$ cat src/rtl/pwm_tmr_pkg.sv
`timescale 1ns/1ps
package pwm_tmr_pkg;
  typedef enum logic [2:0] {
    MD_FREE = 3'd0, MD_PC_FULL = 3'd1, MD_CTC = 3'd2, MD_FAST_FULL = 3'd3,
    MD_RSV4 = 3'd4, MD_PC_CMP = 3'd5, MD_RSV6 = 3'd6, MD_FAST_CMP = 3'd7
  } mode_e;

  typedef enum logic [2:0] {K_FREE, K_CTC, K_FAST, K_PC, K_HOLD} kind_e;

  typedef enum logic [1:0] {OM_OFF = 2'b00, OM_ALT = 2'b01, OM_LO = 2'b10, OM_HI = 2'b11} om_e;

  localparam logic [1:0] SEL_CTRL  = 2'd0;
  localparam logic [1:0] SEL_CMP_A = 2'd1;
  localparam logic [1:0] SEL_FLAG  = 2'd3;

  function automatic kind_e mode_kind(mode_e m);
    case (m)
      MD_FREE:                  return K_FREE;
      MD_CTC:                   return K_CTC;
      MD_FAST_FULL, MD_FAST_CMP: return K_FAST;
      MD_PC_FULL, MD_PC_CMP:    return K_PC;
      default:                  return K_HOLD;
    endcase
  endfunction

  function automatic logic top_from_cmp(mode_e m);
    return (m == MD_CTC) || (m == MD_PC_CMP) || (m == MD_FAST_CMP);
  endfunction

  function automatic logic cmp_immediate(kind_e k);
    return (k == K_FREE) || (k == K_CTC) || (k == K_HOLD);
  endfunction
endpackage

$ cat src/rtl/pwm_tmr_cnt.sv
`timescale 1ns/1ps
module pwm_tmr_cnt
  import pwm_tmr_pkg::*;
#(
  parameter int unsigned CNT_W = 8
) (
  input  logic             clk_i,
  input  logic             rst_ni,
  input  logic             run_i,
  input  kind_e            kind_i,
  input  logic [CNT_W-1:0] top_i,
  output logic [CNT_W-1:0] cnt_o,
  output logic             ovf_ev_o,
  output logic             load_ev_o,
  output logic             wrap_ev_o,
  output logic             step_dn_o
);
  localparam logic [CNT_W-1:0] MAX  = '1;
  localparam logic [CNT_W-1:0] ZERO = '0;
  localparam logic [CNT_W-1:0] ONE  = CNT_W'(1);

  logic [CNT_W-1:0] cnt_q, cnt_d;
  logic             dn_q, dn_d;

  always_comb begin
    cnt_d     = cnt_q;
    dn_d      = dn_q;
    ovf_ev_o  = 1'b0;
    load_ev_o = 1'b0;
    wrap_ev_o = 1'b0;
    step_dn_o = 1'b0;
    if (run_i) begin
      unique case (kind_i)
        K_FREE: begin
          cnt_d    = cnt_q + ONE;
          dn_d     = 1'b0;
          ovf_ev_o = (cnt_q == MAX);
        end
        K_CTC: begin
          cnt_d    = (cnt_q == top_i) ? ZERO : cnt_q + ONE;
          dn_d     = 1'b0;
          ovf_ev_o = (cnt_q == MAX);
        end
        K_FAST: begin
          wrap_ev_o = (cnt_q == top_i);
          cnt_d     = wrap_ev_o ? ZERO : cnt_q + ONE;
          dn_d      = 1'b0;
          ovf_ev_o  = wrap_ev_o;
          load_ev_o = wrap_ev_o;
        end
        K_PC: begin
          if (top_i == ZERO) begin
            cnt_d     = ZERO;
            dn_d      = 1'b0;
            load_ev_o = 1'b1;
          end else if (!dn_q) begin
            if (cnt_q >= top_i) begin
              // turn at TOP: this step is downward
              dn_d      = 1'b1;
              cnt_d     = cnt_q - ONE;
              load_ev_o = 1'b1;
              step_dn_o = 1'b1;
            end else begin
              cnt_d = cnt_q + ONE;
            end
          end else if (cnt_q == ZERO) begin
            dn_d     = 1'b0;
            cnt_d    = ONE;
            ovf_ev_o = 1'b1;
          end else begin
            cnt_d     = cnt_q - ONE;
            step_dn_o = 1'b1;
          end
        end
        default: ;
      endcase
    end
  end

  always_ff @(posedge clk_i or negedge rst_ni) begin
    if (!rst_ni) begin
      cnt_q <= ZERO;
      dn_q  <= 1'b0;
    end else begin
      cnt_q <= cnt_d;
      dn_q  <= dn_d;
    end
  end

  assign cnt_o = cnt_q;
endmodule

$ cat src/rtl/pwm_tmr_ocr.sv
`timescale 1ns/1ps
module pwm_tmr_ocr #(
  parameter int unsigned CNT_W = 8
) (
  input  logic             clk_i,
  input  logic             rst_ni,
  input  logic             wr_i,
  input  logic [CNT_W-1:0] data_i,
  input  logic             imm_i,
  input  logic             load_i,
  output logic [CNT_W-1:0] act_o
);
  logic [CNT_W-1:0] pend_q, act_q;

  always_ff @(posedge clk_i or negedge rst_ni) begin
    if (!rst_ni) begin
      pend_q <= '0;
      act_q  <= '0;
    end else begin
      if (wr_i) pend_q <= data_i;
      if (imm_i)       act_q <= wr_i ? data_i : pend_q;
      else if (load_i) act_q <= pend_q;
    end
  end

  assign act_o = act_q;
endmodule

$ cat src/rtl/pwm_tmr_wave.sv
`timescale 1ns/1ps
module pwm_tmr_wave
  import pwm_tmr_pkg::*;
(
  input  logic  clk_i,
  input  logic  rst_ni,
  input  logic  run_i,
  input  kind_e kind_i,
  input  om_e   om_i,
  input  logic  match_i,
  input  logic  wrap_i,
  input  logic  step_dn_i,
  output logic  wave_o,
  output logic  oe_o
);
  logic w_q, w_d;

  always_comb begin
    w_d = w_q;
    if (run_i && (om_i != OM_OFF)) begin
      unique case (kind_i)
        K_FREE, K_CTC: begin
          if (match_i) begin
            unique case (om_i)
              OM_ALT:  w_d = !w_q;
              OM_LO:   w_d = 1'b0;
              OM_HI:   w_d = 1'b1;
              default: ;
            endcase
          end
        end
        K_FAST: begin
          // period end outranks a match on the same tick
          if (wrap_i) begin
            if (om_i == OM_LO)      w_d = 1'b1;
            else if (om_i == OM_HI) w_d = 1'b0;
          end else if (match_i) begin
            if (om_i == OM_LO)      w_d = 1'b0;
            else if (om_i == OM_HI) w_d = 1'b1;
          end
        end
        K_PC: begin
          if (match_i) begin
            if (om_i == OM_LO)      w_d = step_dn_i;
            else if (om_i == OM_HI) w_d = !step_dn_i;
          end
        end
        default: ;
      endcase
    end
  end

  always_ff @(posedge clk_i or negedge rst_ni) begin
    if (!rst_ni) w_q <= 1'b0;
    else         w_q <= w_d;
  end

  assign wave_o = w_q;
  assign oe_o   = (om_i != OM_OFF);
endmodule

$ cat src/rtl/pwm_tmr.sv
`timescale 1ns/1ps
module pwm_tmr
  import pwm_tmr_pkg::*;
#(
  parameter int unsigned CNT_W = 8
) (
  input  logic             clk_i,
  input  logic             rst_ni,
  input  logic             tick_i,
  input  logic             wr_en_i,
  input  logic [1:0]       wr_sel_i,
  input  logic [CNT_W-1:0] wr_data_i,
  output logic [CNT_W-1:0] cnt_o,
  output logic             wave_a_o,
  output logic             wave_b_o,
  output logic             wave_a_oe_o,
  output logic             wave_b_oe_o,
  output logic             ovf_flag_o,
  output logic             cmp_a_flag_o,
  output logic             cmp_b_flag_o
);
  localparam int unsigned NCH   = 2;
  localparam int unsigned OM_LS = 3;

  mode_e            mode_q;
  om_e              om_q [NCH];
  logic [CNT_W-1:0] act   [NCH];
  logic [NCH-1:0]   wave, oe, match, cmp_wr;
  kind_e            kind;
  logic             run, imm, ovf_ev, load_ev, wrap_ev, step_dn, wr_ctrl;
  logic [CNT_W-1:0] cnt, top;
  logic [NCH:0]     flag_clr;
  logic             ovf_q;
  logic [NCH-1:0]   cf_q;

  assign kind     = mode_kind(mode_q);
  assign run      = tick_i && (kind != K_HOLD);
  assign imm      = cmp_immediate(kind);
  assign top      = top_from_cmp(mode_q) ? act[0] : '1;
  assign wr_ctrl  = wr_en_i && (wr_sel_i == SEL_CTRL);
  assign flag_clr = (wr_en_i && (wr_sel_i == SEL_FLAG)) ? wr_data_i[NCH:0] : '0;

  always_ff @(posedge clk_i or negedge rst_ni) begin
    if (!rst_ni) begin
      mode_q <= MD_FREE;
      for (int i = 0; i < NCH; i++) om_q[i] <= OM_OFF;
    end else if (wr_ctrl) begin
      mode_q <= mode_e'(wr_data_i[2:0]);
      for (int i = 0; i < NCH; i++) om_q[i] <= om_e'(wr_data_i[OM_LS+2*i +: 2]);
    end
  end

  pwm_tmr_cnt #(.CNT_W(CNT_W)) u_cnt (
    .clk_i     (clk_i),
    .rst_ni    (rst_ni),
    .run_i     (run),
    .kind_i    (kind),
    .top_i     (top),
    .cnt_o     (cnt),
    .ovf_ev_o  (ovf_ev),
    .load_ev_o (load_ev),
    .wrap_ev_o (wrap_ev),
    .step_dn_o (step_dn)
  );

  for (genvar g = 0; g < NCH; g++) begin : g_ch
    assign cmp_wr[g] = wr_en_i && (wr_sel_i == SEL_CMP_A + 2'(g));
    assign match[g]  = (cnt == act[g]);

    pwm_tmr_ocr #(.CNT_W(CNT_W)) u_ocr (
      .clk_i  (clk_i),
      .rst_ni (rst_ni),
      .wr_i   (cmp_wr[g]),
      .data_i (wr_data_i),
      .imm_i  (imm),
      .load_i (load_ev),
      .act_o  (act[g])
    );

    pwm_tmr_wave u_wave (
      .clk_i     (clk_i),
      .rst_ni    (rst_ni),
      .run_i     (run),
      .kind_i    (kind),
      .om_i      (om_q[g]),
      .match_i   (match[g]),
      .wrap_i    (wrap_ev),
      .step_dn_i (step_dn),
      .wave_o    (wave[g]),
      .oe_o      (oe[g])
    );
  end

  always_ff @(posedge clk_i or negedge rst_ni) begin
    if (!rst_ni) begin
      ovf_q <= 1'b0;
      cf_q  <= '0;
    end else begin
      ovf_q <= (ovf_q && !flag_clr[0]) || ovf_ev;
      for (int i = 0; i < NCH; i++)
        cf_q[i] <= (cf_q[i] && !flag_clr[i+1]) || (run && match[i]);
    end
  end

  assign cnt_o        = cnt;
  assign wave_a_o     = wave[0];
  assign wave_b_o     = wave[1];
  assign wave_a_oe_o  = oe[0];
  assign wave_b_oe_o  = oe[1];
  assign ovf_flag_o   = ovf_q;
  assign cmp_a_flag_o = cf_q[0];
  assign cmp_b_flag_o = cf_q[1];
endmodule

$ cat config.mk
export PLATFORM = sky130hd
export DESIGN_NAME = pwm_tmr
export DESIGN_NICKNAME = d
export VERILOG_FILES = /design/src/rtl/pwm_tmr_pkg.sv /design/src/rtl/pwm_tmr_cnt.sv /design/src/rtl/pwm_tmr_ocr.sv /design/src/rtl/pwm_tmr_wave.sv /design/src/rtl/pwm_tmr.sv
export SDC_FILE = /design/constraint.sdc
export NUM_CORES = 1
export LEC_CHECK = 0
export ABC_AREA = 0
export CORE_ASPECT_RATIO = 2
export CORE_MARGIN = 10
export CORE_UTILIZATION = 30
export DETAILED_ROUTE_END_ITERATION = 8
export GPL_ROUTABILITY_DRIVEN = 0
export HOLD_SLACK_MARGIN = 0.15
export MAX_ROUTING_LAYER = met4
export PLACE_DENSITY = 0.46
export SKIP_CTS_REPAIR_TIMING = 1
export SLEW_MARGIN = 20
export SYNTH_ARGS = -nofsm -noshare
export SYNTH_HDL_FRONTEND = slang
export SYNTH_HIERARCHICAL = 1
export SYNTH_SLANG_ARGS = --single-unit
$ cat constraint.sdc
create_clock -name clk_i -period 3.39 [get_ports clk_i]
set_clock_uncertainty 0.1 [all_clocks]
set_input_delay 0.678 -clock clk_i [delete_from_list [all_inputs] [get_ports clk_i]]
set_output_delay 0.678 -clock clk_i [all_outputs]
set_load 0.03 [all_outputs]
==> key figures, run 1 <==
Timing
  • Fin crit period: 3.01 ns
  • Max Slew Vio Count: 0
  • Slew HR: 0.587
  • Final WS setup: 0.380 ns
  • Final Setup Violations: 0
  • RSZ-0062 raised after global routing: no
  • Slew @ Worst Pin: 0.618 ns
  • Final hold vios: 0
  • FMAX: between 300 and 400 MHz
  • Setup TNS Final: 0 ns
  • Post-route clock period utilization: 0.888

Yosys
  • Top cells by area, synth: dfrtp_1 (35%), mux2_4 (6.4%), mux2i_1 (4.8%), xnor2_1 (4.0%), o21ai_2 (3.7%)
  • Synth Area in Compound Gates: 0.175
  • Seq/Total Area, Yosys: 0.354
  • Gate count after technology mapping: around 370
  • Combinational family with the most area after synthesis: simple AND/OR/NAND/NOR gates
  • Post-Synth Adder-Cell Area: 0.0367
  • Post-synth net total: 393
  • Syn avg cell area: 10.2 um^2
  • Library cells used by synthesis: 58
  • Simple-Gate Fraction of Synth Area: 0.214
  • Mux share of post-synthesis cell area: 0.136
  • YS warnings: 6
  • Synth Area in XOR/XNOR: 0.0444
  • Synth Register Bits: 53
  • Leading area contributor after synthesis: dfrtp_1
  • Synth Cell Area: 3750 um^2
  • Share of the synthesized area in the top cell type: 0.354

Detailed routing
  • DRT antenna net count: 0
  • Routed WL: 10.5 mm
  • DRC: 0
  • Initial DRC count: 113
  • Drt pass-1 iters: 4
  • Vias: 2902
  • Vias/cell: 5.20
  • Routed len/inst: 18.9 um

Setup path
  • Critical path type: reg -> reg
  • Master of the slowest instance on the critical path: dfrtp_1
  • CP delay by family, top: simple AND/OR/NAND/NOR gates
  • Critical Path Start Type: flip-flop
  • Worst Setup End Kind: flip-flop
  • Most frequent CP cell: nand2b_1
  • Data required, critical path: between 3 and 4 ns
  • Worst Path Arrival: 3.09 ns
  • Bufs and invs on worst path: 2
  • Max FO, Critical Path: 8
  • Highest cell delay on the worst timing path: 0.38 ns
  • CP cell instances: nand2b_1 > o21ai_1 > buf_4 > nand2b_1 > inv_1 > ha_1 > nand4_1 > nor2_1 > a21oi_2 > nor2_2 > and2_1 > xor2_1 > a2111oi_4 > a2bb2oi_1

Placement
  • Dpl hpwl: 8.26 mm
  • IO Port Bufs: 28
  • DP Worst Slack: 0.398 ns
  • Inst Count DP: 550

Final layout
  • Final nets: between 400 and 500
  • Share of cells above drive strength 1: 0.263
  • Util after Layout: 0.364
  • Diodes inserted: 0
  • Finished Layout Cells: 558
  • Area Overhead vs Synth: 18.5%
  • Total of fill cells in the finished design: 1228

Clock network
  • Skew-Pair Late Insertion Delay: ~0.30 ns
  • H-tree levels: 2
  • Clk sinks: 53
  • CTS tree: built
  • Clock slew at reported path FFs: around 0.08 ns
  • Root Driver: clkbuf_16
  • Clk buf depth: 2
  • CTS buffer count: 5

Outcome
  • Status: finished, final reports clean

Global route
  • GRT Total Usage: 0.125
  • Largest net degree at the start of global routing: 38
  • Initial antenna violation count: 0
  • Global route total overflow: 0
  • First-pass GRT wire length: roughly 17 mm
  • Vias in the first global route: 3073

Floorplanning
  • CORE AREA: 12200 um^2
  • Die Span X: 99.1 um
  • Row count: 57
  • Die Ht: ~180 um
  • Die ar.: approximately 18000 um^2
  • Ports: 29
  • Initial Util: 0.307

Power and ir drop
  • PnR Total Power: approximately 3.1 mW
  • Power per Cell Area: around 690 nW/um^2
  • Leak Pwr: approximately 1.8 nW
  • Peak supply drop: between 0.2 and 0.3 mV

Flow run
  • Max_cap viols: 0

Worst hold path
  • Worst min path class: in -> async
-- stage by stage --
stage | cell area (um^2) | hold slack (ns)
global placement | 4290 | 0.362
global route | 4440 | 0.200
CTS | 4440 | 0.191
finish | 4440 | 0.180
detailed placement | 4290 | 0.373
floorplan | 3750 | 0.282
-- worst register-to-register path: stages, from the launching register on --
cell       delay, ns
dfrtp_1         0.38
nand2b_1        0.14
o21ai_1         0.06
buf_4           0.16
nand2b_1        0.16
inv_1           0.06
ha_1            0.31
nand4_1         0.18
nor2_1          0.29
a21oi_2         0.11
nor2_2          0.17
and2_1          0.25
xor2_1          0.13
a2111oi_4       0.29
a2bb2oi_1       0.11
-- cells in the mapped netlist, drive strengths merged --
cell,number
a2111oi,4
a211o,1
a211oi,2
a21o,3
a21oi,11
a221o,1
a22o,3
a2bb2oi,2
a31o,6
a31oi,2
a32o,2
a32oi,2
a41oi,1
and2,3
and3,7
and3b,1
buf,10
clkbuf,3
dfrtp,53
ha,11
inv,17
mux2,24
mux2i,18
nand2,35
nand2b,18
nand3,3
nand4,9
nor2,19
nor2b,16
nor3,14
nor3b,1
nor4,5
o211a,2
o211ai,3
o21a,2
o21ai,29
o221ai,2
o31ai,1
o41ai,1
or3b,2
xnor2,17
xor2,2
-- cells in the final DEF, fill, tap and decap left out, types with 10 or more instances in the layout --
master,Yosys,final
dfrtp_1,53,53
clkdlybuf4s50_1,0,27
nand2_1,20,20
buf_4,2,19
nand2b_1,18,18
mux2i_1,18,18
inv_1,17,17
xnor2_1,17,17
mux2_4,16,16
o21ai_2,16,16
nor2_1,15,15
nand2_2,14,14
nor2b_1,13,13
nor3_1,13,13
ha_1,11,11
a21oi_1,10,10
-- worst paths after layout --
| kind | slack (ns) | from | cells after the start | end |
|---|---|---|---|---|
| max reg2reg | 0.38 | mode_q[2]$_DFFE_PN0P_ | 14 | g_ch[1].u_wave/wave_o$_DFFE_PN0P_ |
| min | 0.18 | rst_ni | 1 | g_ch[1].u_ocr/pend_q[7]$_DFF_PN0_ |
| max | 0.38 | mode_q[2]$_DFFE_PN0P_ | 14 | g_ch[1].u_wave/wave_o$_DFFE_PN0P_ |
| max in group asynchronous | 2.35 | rst_ni | 2 | cf_q[0]$_DFF_PN0_ |
| min reg2reg | 0.39 | g_ch[0].u_ocr/pend_q[5]$_DFF_PN0_ | 2 | g_ch[0].u_ocr/act_o[5]$_DFFE_PN0P_ |
| min in group clk_i | 0.39 | g_ch[0].u_ocr/pend_q[5]$_DFF_PN0_ | 2 | g_ch[0].u_ocr/act_o[5]$_DFFE_PN0P_ |
-- logic make-up (layout without fill, tap and decap cells) --
group           after synthesis  count (layout)
compound gates               80              80
xor+xnor                     19              19
fa+ha+maj                    11              11
buf+inv                      30              73
flops                        53              53
mux                          42              42
simple gates                133             133
-- sequential cells by signal (all words and copies together), names as in the netlist --
register            count
g_ch.u_ocr/act_o       16
g_ch.u_ocr/pend_q      16
u_cnt/cnt_o             8
om_q                    4
mode_q                  3
cf_q                    2
g_ch.u_wave/wave_o      2
ovf_flag_o              1
u_cnt/dn_q              1
-- layout make-up --
class | count | area [um^2] | share of cell area
Multi-Input combinational cell | 285 | 2270 | 0.512
Inverter | 17 | 63.8 | 0.0144
Tap cell | 147 | 184 | 0.0414
Clock inverter | 2 | 17.5 | 0.00394
Sequential cell | 53 | 1330 | 0.299
Clock buffer | 6 | 139 | 0.0313
Timing Repair Buffer | 48 | 438 | 0.0986
-- power by group --
part / total (mW) / switching (mW) / internal [mW]
clock network: 0.560 / 0.261 / 0.299
registers: 1.00 / 0.203 / 0.796
logic: 1.50 / 0.841 / 0.658
total: 3.06 / 1.30 / 1.75
-- per-layer routing --
| layer | vias to the layer above | wire (um) | GRT usage |
|---|---|---|---|
| met5 | - | 0 | - |
| met4 | 0 | 204 | 0.0462 |
| met3 | 14 | 286 | 0.0205 |
| met2 | 62 | 6010 | 0.239 |
| met1 | 1408 | 4030 | 0.122 |
| li1 | 1418 | - | - |
(Power assumes the default switching activity.)
==> run 2: changes to the inputs <==
--- a/config.mk
+++ b/config.mk
@@ -7,7 +7,7 @@
 export LEC_CHECK = 0
 export ABC_AREA = 0
 export CORE_ASPECT_RATIO = 2
-export CORE_MARGIN = 10
+export CORE_MARGIN = 3
 export CORE_UTILIZATION = 30
 export DETAILED_ROUTE_END_ITERATION = 8
 export GPL_ROUTABILITY_DRIVEN = 0
==> key figures, run 2 (synthesis results as in run 1) <==
Timing
  • Slew HR: 0.631 (+0.0434)
  • Setup TNS Final: 0 ns (unchanged)
  • Slew @ Worst Pin: 0.553 ns (-0.0650 ns)
  • Max Slew Vio Count: 0 (unchanged)
  • FMAX: 329 MHz (-0.86%)
  • RSZ-0062 raised after global routing: no
  • Final hold vios: 0 (unchanged)
  • Post-route clock period utilization: 0.896 (+0.00767)
  • Final Setup Violations: 0 (unchanged)
  • Final WS setup: 0.354 ns (-0.0260 ns)
  • Fin crit period: 3.04 ns (+0.0260 ns)

Floorplanning
  • Die Ht: 164 um (-7.9%)
  • Ports: 29 (unchanged)
  • Initial Util: 0.307 (unchanged)
  • CORE AREA: 12200 um^2 (unchanged)
  • Die ar.: 14000 um^2 (-21%)
  • Die Span X: 85.1 um (-14%)
  • Row count: 57 (unchanged)

Global route
  • Vias in the first global route: 3013 (-2.0%)
  • Global route total overflow: 0 (unchanged)
  • First-pass GRT wire length: 16.9 mm (-1.0%)
  • Largest net degree at the start of global routing: 38 (unchanged)
  • Initial antenna violation count: 0 (unchanged)
  • GRT Total Usage: 0.162 (+0.0367)

Setup path
  • RR Endpoint: g_ch[0].u_ocr/act_o[0]$_DFFE_PN0P_
  • Worst Setup End Kind: flip-flop
  • Critical Path Start Type: flip-flop
  • Critical path type: reg -> reg
  • Worst Path Arrival: 3.11 ns (+0.02 ns)
  • Max FO, Critical Path: 18 (+10)
  • Crit path launch: mode_q[2]$_DFFE_PN0P_
  • Data required, critical path: 3.46 ns (about the same)
  • CP Capture Point: g_ch[0].u_ocr/act_o[0]$_DFFE_PN0P_
  • Reg-to-reg startpoint: mode_q[2]$_DFFE_PN0P_
  • Worst reg2reg path depth: 14 (unchanged)
  • Reg2Reg Setup Slack: 0.35 ns (-0.03 ns)

Detailed routing
  • Routed len/inst: 18.9 um (about the same)
  • Vias/cell: 5.17 (-0.50%)
  • Routed WL: 10.5 mm (-0.47%)
  • Vias: 2872 (-1.0%)
  • DRT antenna net count: 0 (unchanged)
  • Drt pass-1 iters: 4 (unchanged)
  • Initial DRC count: 143 (+27%)
  • DRC: 0 (unchanged)

Placement
  • DP Worst Slack: 0.365 ns (-0.0333 ns)
  • IO Port Bufs: 28 (unchanged)
  • Inst Count DP: 547 (-0.55%)
  • Dpl hpwl: 8.17 mm (-1.0%)
  • Placed Area: 4260 um^2 (-0.53%)

Clock network
  • Clk buf depth: 2 (unchanged)
  • H-tree levels: 2 (unchanged)
  • Skew-Pair Late Insertion Delay: 0.30 ns (about the same)
  • CTS buffer count: 5 (unchanged)
  • Root Driver: clkbuf_16
  • Clk sinks: 53 (unchanged)
  • Clock slew at reported path FFs: 0.08 ns (about the same)
  • CTS tree: built

Final layout
  • Most common cell after layout, fill and taps aside: dfrtp_1
  • Diodes inserted: 0 (unchanged)
  • Design Area, Final: 4410 um^2 (-0.73%)
  • Share of cells above drive strength 1: 0.257 (-0.00542)
  • Final nets: 432 (-0.69%)
  • Finished Layout Cells: 555 (-0.54%)
  • Util after Layout: 0.362 (-0.00267)
  • Area Overhead vs Synth: 17.6%
  • Commonest cells after routing, fill and taps aside: dfrtp_1 (53), clkdlybuf4s50_1 (27), nand2_1 (20), nand2b_1 (18), mux2i_1 (18)

Outcome
  • Status: finished, final reports clean

Flow run
  • Max_cap viols: 0 (unchanged)

Power and ir drop
  • Leak Pwr: 1.82 nW (-1.2%)
  • Peak supply drop: 0.315 mV (+15%)
  • Power per Cell Area: 690 nW/um^2 (+0.26%)

Worst hold path
  • Worst min path class: in -> async
[run 2: cell types whose count changed in the layout (fill, tap and decap cells not counted)]
cell / previous run / this run
buf_4: 19 / 16
clkinvlp_4: 0 / 1
clkinv_2: 0 / 1
clkbuf_8: 1 / 0
clkinv_4: 1 / 0
[run 2: layer usage]
layer  part of all wire  track usage
met1               0.39        0.172
met2               0.55        0.297
met3              0.026       0.0181
met4              0.031       0.0692
met5                  0            -
[run 2: power breakdown]
group          switching, mW  internal [mW]
clock                  0.267          0.277
sequential             0.190          0.797
combinational          0.855          0.659
total                   1.31           1.73
[run 2: layout make-up]
| type | instances | area (um^2) |
|---|---|---|
| Multi-Input combinational cell | 285 | 2270 |
| Timing Repair Buffer | 45 | 415 |
| Clock buffer | 5 | 125 |
| Inverter | 17 | 63.8 |
| Clock inverter | 3 | 21.3 |
| Fill cell | 1213 | 7780 |
| Tap cell | 147 | 184 |
| Sequential cell | 53 | 1330 |
[run 2: worst max-delay path, cell delays in order, from the launching register on]
cell and delay (ns):
dfrtp_1 0.37, nand2b_1 0.13, o21ai_1 0.06, buf_4 0.16
nand2b_1 0.14, inv_1 0.06, ha_1 0.32, nand4_1 0.19
nor2_1 0.29, a21oi_1 0.12, o21ai_0 0.23, a31o_2 0.23
buf_12 0.18, mux2i_1 0.25, o21ai_2 0.07
[run 2: how the worst min path moves through the flow]
stage                                               to  slack [ns]  depth (start not counted)
finish               g_ch[1].u_wave/wave_o$_DFFE_PN0P_        0.22                          1
CTS                  g_ch[1].u_wave/wave_o$_DFFE_PN0P_        0.24                          1
global route         g_ch[1].u_wave/wave_o$_DFFE_PN0P_        0.25                          1
floorplan                            cf_q[0]$_DFF_PN0_        0.28                          0
detailed placement  g_ch[0].u_ocr/act_o[5]$_DFFE_PN0P_        0.37                          2
global placement    g_ch[1].u_ocr/act_o[5]$_DFFE_PN0P_        0.36                          2
[run 2: stage by stage]
step,hold slack (ns),power (mW)
2_1_floorplan,0.282,2.01
3_3_place_gp,0.362,2.51
3_5_place_dp,0.372,2.53
4_1_cts,0.242,3.08
5_1_grt,0.253,3.27
6_report,0.217,3.04
==> run 3: changes to the inputs <==
--- a/config.mk
+++ b/config.mk
@@ -14,7 +14,6 @@
 export HOLD_SLACK_MARGIN = 0.15
 export MAX_ROUTING_LAYER = met4
 export PLACE_DENSITY = 0.46
-export SKIP_CTS_REPAIR_TIMING = 1
 export SLEW_MARGIN = 20
 export SYNTH_ARGS = -nofsm -noshare
 export SYNTH_HDL_FRONTEND = slang
==> results of run 3 <==
No change in the layout: final DEF, timing and power equal those of run 2.
